## config.mk

```make
export PLATFORM = sky130hd
export DESIGN_NAME = snoop_line_ctrl
export DESIGN_NICKNAME = d
export VERILOG_FILES = /design/src/rtl/snoop_line_ctrl.sv
export SDC_FILE = /design/constraint.sdc
export NUM_CORES = 1
export LEC_CHECK = 0
export BUFFER_PORTS_ARGS = -buffer_cell sky130_fd_sc_hd__buf_2
export CAP_MARGIN = 40
export CORE_UTILIZATION = 40
export DETAILED_ROUTE_END_ITERATION = 8
export SETUP_SLACK_MARGIN = 0.02
export SKIP_CTS_REPAIR_TIMING = 1
export SLEW_MARGIN = 20
export SYNTH_ARGS = -nofsm -noshare
export SYNTH_HDL_FRONTEND = slang
export SYNTH_SLANG_ARGS = --single-unit
```

## constraint.sdc

```tcl
create_clock -name clk -period 3.1 [get_ports clk]
set_clock_uncertainty 0.1 [all_clocks]
set_input_delay 0.62 -clock clk [delete_from_list [all_inputs] [get_ports clk]]
set_output_delay 0.62 -clock clk [all_outputs]
set_load 0.02 [all_outputs]
```

## src/rtl/snoop_line_ctrl.sv

```systemverilog
module snoop_line_ctrl #(
  parameter int LINES = 8,
  localparam int IW = (LINES > 1) ? $clog2(LINES) : 1
) (
  input  logic          clk,
  input  logic          rst_n,
  input  logic [1:0]    proto,
  input  logic          cpu_valid,
  input  logic          cpu_write,
  input  logic [IW-1:0] cpu_idx,
  input  logic          bus_grant,
  input  logic          bus_shared,
  input  logic          snp_valid,
  input  logic          snp_excl,
  input  logic [IW-1:0] snp_idx,
  input  logic          evict_valid,
  input  logic [IW-1:0] evict_idx,
  input  logic [IW-1:0] q_idx,
  output logic          req_rd,
  output logic          req_rdx,
  output logic          cpu_ack,
  output logic          flush,
  output logic          supply,
  output logic          wb,
  output logic [2:0]    q_state
);
  localparam logic [2:0] ST_I = 3'd0, ST_S = 3'd1, ST_E = 3'd2, ST_O = 3'd3, ST_M = 3'd4;

  logic [2:0] st [LINES];

  wire moesi     = (proto == 2'd2);
  wire excl_ok   = (proto == 2'd1) || moesi;

  wire [2:0] cur = st[cpu_idx];
  wire [2:0] sn  = st[snp_idx];
  wire [2:0] ev  = st[evict_idx];

  wire blocked   = (snp_valid && snp_idx == cpu_idx) || (evict_valid && evict_idx == cpu_idx);
  wire need_rd   = !cpu_write && cur == ST_I;
  wire need_rdx  = cpu_write && (cur == ST_I || cur == ST_S || cur == ST_O);
  wire go        = cpu_valid && !blocked;

  assign req_rd  = go && need_rd;
  assign req_rdx = go && need_rdx;
  assign cpu_ack = go && ((need_rd || need_rdx) ? bus_grant : 1'b1);

  logic [2:0] cpu_nx;
  always_comb begin
    if (cpu_write)
      cpu_nx = ST_M;
    else if (cur == ST_I)
      cpu_nx = (excl_ok && !bus_shared) ? ST_E : ST_S;
    else
      cpu_nx = cur;
  end

  wire sn_dirty = (sn == ST_M) || (sn == ST_O);

  logic [2:0] snp_nx;
  logic       snp_fl, snp_sup;
  always_comb begin
    snp_nx  = sn;
    snp_fl  = 1'b0;
    snp_sup = 1'b0;
    if (snp_excl) begin
      snp_nx  = ST_I;
      snp_fl  = sn_dirty;
      snp_sup = sn_dirty;
    end else begin
      case (sn)
        ST_M: begin
          snp_nx  = moesi ? ST_O : ST_S;
          snp_sup = 1'b1;
          snp_fl  = !moesi;
        end
        ST_O: snp_sup = 1'b1;
        ST_E: snp_nx = ST_S;
        default: ;
      endcase
    end
  end

  wire evict_go = evict_valid && !(snp_valid && snp_idx == evict_idx);

  always_ff @(posedge clk) begin
    if (!rst_n) begin
      for (int i = 0; i < LINES; i++) st[i] <= ST_I;
      flush  <= 1'b0;
      supply <= 1'b0;
      wb     <= 1'b0;
    end else begin
      flush  <= snp_valid && snp_fl;
      supply <= snp_valid && snp_sup;
      wb     <= evict_go && (ev == ST_M || ev == ST_O);
      if (cpu_ack)   st[cpu_idx]   <= cpu_nx;
      if (evict_go)  st[evict_idx] <= ST_I;
      if (snp_valid) st[snp_idx]   <= snp_nx;
    end
  end

  assign q_state = st[q_idx];
endmodule


```

---- After elaboration in Yosys (flattened, before gate mapping) ----
Memories as Yosys holds them, arrays and structs flattened.
Cells that the tools add are included.
operators by class
  eq/ne operators ......................... 12
  mux-type cells .......................... 30
  reduce and logical (&&, ||, !) cells .... 31
operators by type and width
  operator            number
  $mux 3              9
  $mux 1              18
  $logic_and 1x1->1   14
  $eq 3x2->1 const B  4
  $eq 3x3->1          3
  $reduce_or 3->1     3
  $logic_or 1x1->1    7
  $eq 3x3->1 const B  2
  $pmux 3 s2          1
  $logic_not 1->1     5
  $mux 2              2
  $eq 3x1->1 const B  1
  $logic_not 3->1     1
  $eq 2x1->1 const B  1
  $eq 2x2->1 const B  1
  $reduce_or 2->1     1
word-level totals
  bits in registers ....................... 3
  memory bits (writable) .................. 24
  input bits .............................. 23
  logic and storage cells ................. 77
  memories kept ........................... 1
memory list
  memory  depth  width  rd ports  clocked after Yosys merged registers in  write ports  RTL line  source
  st      8      3      4         0                                        8            29        logic [2:0] st [LINES];

---- Depth between registers and ports, before layout ----
An unclocked memory read counts as a cell.
  depth in word-level cells ............... 13
  mapped depth ............................ 9
  mapped depth without buffers ............ 6

---- Least setup slack after synthesis ----
Ideal clock, no wire load.
  path kind ............................... input to output
  start point ............................. input cpu_idx[0]
  end point ............................... output req_rd
  arrival ................................. 2629 ps
  required time ........................... 2380 ps
  path slack .............................. -249 ps
  stages .................................. 5
  path buffers ............................ 1
  cells stage by stage .................... buf_6 mux4_1 mux2_2 or4_4 nor3_1
on the way
  cells in the longest elaborated chain, start to end .. 6
  elaborated cells on any way between the ends .. 11
  those cells by class .................... eq/ne: 2; reduce/logical: 8; memory: 1
RTL lines
  item                                                                 RTL line  source
  start, declared                                                      10        input logic [IW-1:0] cpu_idx,
  parallel branches: the longest is 5 deep, another holds $mem_v2 8x3  -
  $logic_and 1x1->1 *                                                  43        assign req_rd = go && need_rd;
  end, declared                                                        19        output logic req_rd,
Mark *: on every way between the ends.

==> results.md <==
- Status: finished, violations left
- Violations in the final reports: design-rule violations, negative setup slack
- # IOs: 32
- Critical Path RT: approximately 2.4 ns
- Area grow syn2layout: 18.7%
- Slew @ Worst Pin: approximately 0.64 ns
- Syn_nets: 295
- Worst Setup Path Type: register to output port
- Area contributors post-synth: edfxtp_1, mux4_2, o22ai_1, mux2i_1, nand3_1
- DRT iter0 DRCs: 223
- Max_cap viols: 0
- Setup slack after layout: -0.152 ns
- Final instance area: around 3200 µm²
- Worst hold-check path type: input port to register
- Final period util: 1.05
- HPWL after DPL: 6780 µm
- RSZ-0062 raised after global routing: yes
- Synth top area share: 0.269
- CTS tree: built
- Post-Layout Cell Count: 395
- Commonest cells in the synthesized netlist: nand2_1, edfxtp_1, mux4_2, nand3_1, o22ai_1
- Largest net degree at the start of global routing: 17
- Sink Count: 27
- Leakage: between 1 and 1.5 nW
- Die W: 83.9 µm
- Worst-Skew Late Latency: 0.28 ns
- Final nets: 343
- Netlist cell types: 52
- CTS max path bufs: 2
- I/O Buffers: 31
- Vias in the first global route: 2589
- CTS Root Cell: clkbuf_8
- Placed Area: 3080 µm²
- Remaining antenna violation count after routing: 0
- Share of layout cells above drive strength 1: 0.324
- Antenna Cells: 0
- WL/cell: 22.5 µm
- Power consumption: around 1.1 mW
- WP data arrival: 2.53 ns
- Max Fclk: just over 300 MHz
- Max VDD drop: 0.209 mV
- # rows: 29
- Main synth FF type: edfxtp_1
- Starting Density: 0.417
- Final Max Slew Viols: 0
- Routed vias: 2665
- Worst Setup End Kind: output port
- Die Ht: 83.9 µm
- Min Tclk post-route: 3.25 ns
- Part of the Yosys area used for sequential elements: 0.291
- Placed cell count: 389
- Cell with the most instances after synthesis: nand2_1
- Core Area: ~6400 µm²
- # setup viols final: 2
- Synth warn: 0
- Overflow after GRT: 0
- Clock transition at the registers of the reported paths: 0.11 ns
- Fillers: approximately 600
- Cells after Synth: 271
- Post-route DRC violation count: 6
- Post-synth EDFFs: 24
- Drt pass-1 iters: 7
- Worst Setup Start Kind: register
- Num CTS Buffers: 3
- Syn avg cell area: 9.89 µm²
- #FFs+latches synth: 27
- Die area: 7040 µm²
- Worst-path maximum fanout: 4
- Pwr Density: 338 nW/µm²
- Fin. Hold Viols: 0
- Global placer's final weighted congestion: 0.918
- First-pass GRT wire length: roughly 14000 µm
- Share of flip-flops with an asynchronous set or reset: 0
- H-tree levels: 1
- Cell accounting for the most synthesized area: edfxtp_1
- Drt via density: 6.75
- Routed wire length: 8880 µm
- Setup TNS: -0.223 ns
- Initial antenna violation count: 0
- Post-Syn Area: 2680 µm²
- GRT Overall Usage: 0.261
- Slew headroom: 0.571
- Hold WS: 0.506 ns
cell families (layout without fill, tap and decap cells):
group	count (synthesis)	after routing	share of synthesized area
adder cells (fa/ha/maj)	1	1	0.00467
buffers and inverters	25	72	0.0411
AND/OR/NAND/NOR	108	108	0.210
AO/OA/AOI/OAI	59	59	0.159
multiplexers	41	41	0.262
XOR/XNOR	10	10	0.0327
flip-flops	27	27	0.291
power breakdown:
group          leakage (nW)  internal [mW]  switching, mW
clock network        0.0217         0.0916          0.125
logic                 0.878          0.188          0.221
registers             0.276          0.420         0.0314
total                  1.18          0.699          0.378
per-stage QoR:
step	utilization	setup WS, ns
after CTS	0.487	-0.176
final	0.495	-0.152
after global placement	0.478	-0.137
after detailed placement	0.479	-0.153
after global routing	0.495	-0.196
after floorplan	-	0.000253
sequential cells by signal (all words and copies together) (netlist names):
register	count
flush	1
wb	1
supply	1
st	24
layout make-up:
cell class              count  area, µm²  area share
multi-input cells         219       1820       0.571
flip-flops and latches     27        781       0.245
repair buffers             62        418       0.131
well taps                  77       96.3      0.0303
clock buffers               3       41.3      0.0130
inverters                   6       22.5     0.00708
clock inverters             1       7.51     0.00236
routing by layer:
| metal | up-vias | global-route usage | part of all wire |
|---|---|---|---|
| li1 | 1183 | - | - |
| met1 | 1293 | 0.363 | 0.42 |
| met2 | 166 | 0.409 | 0.46 |
| met3 | 23 | 0.0425 | 0.091 |
| met4 | 0 | 0.0987 | 0.027 |
| met5 | - | 0 | 0 |
critical path: stages, from the launching register on:
cell	delay (ns)
edfxtp_1	0.51
mux4_2	0.52
mux2_4	0.30
or4_4	0.58
a21boi_4	0.19
nor2_4	0.04
buf_6	0.13
layout by cell type, fill, tap and decap left out, types with 3 or more instances in the layout:
master	n
a41oi_1	3
and3_1	8
o32ai_1	4
nand2_1	25
xnor2_1	10
mux4_2	22
and2_1	3
buf_2	27
nand4_1	9
o22ai_1	19
o21ai_0	8
o31ai_1	3
a21oi_1	4
clkbuf_8	3
nor2_1	12
dfxtp_1	3
mux2_2	7
nor3_1	6
inv_1	6
nand3_1	20
nand2b_1	4
edfxtp_1	24
mux2i_1	11
nor2b_1	6
buf_4	31
final timing paths:
| path | to | depth (start not counted) | slack, ns | startpoint |
|---|---|---|---|---|
| worst max-delay path | cpu_ack | 6 | -0.15 | st[3][0]$_DFFE_PP_ |
| worst min-delay path | wb$_SDFF_PN0_ | 3 | 0.51 | evict_valid |
| worst max register to register | st[0][0]$_DFFE_PP_ | 6 | 0.23 | st[3][0]$_DFFE_PP_ |
| worst min register to register | wb$_SDFF_PN0_ | 5 | 0.97 | st[7][1]$_DFFE_PP_ |
(Power assumes the default switching activity.)
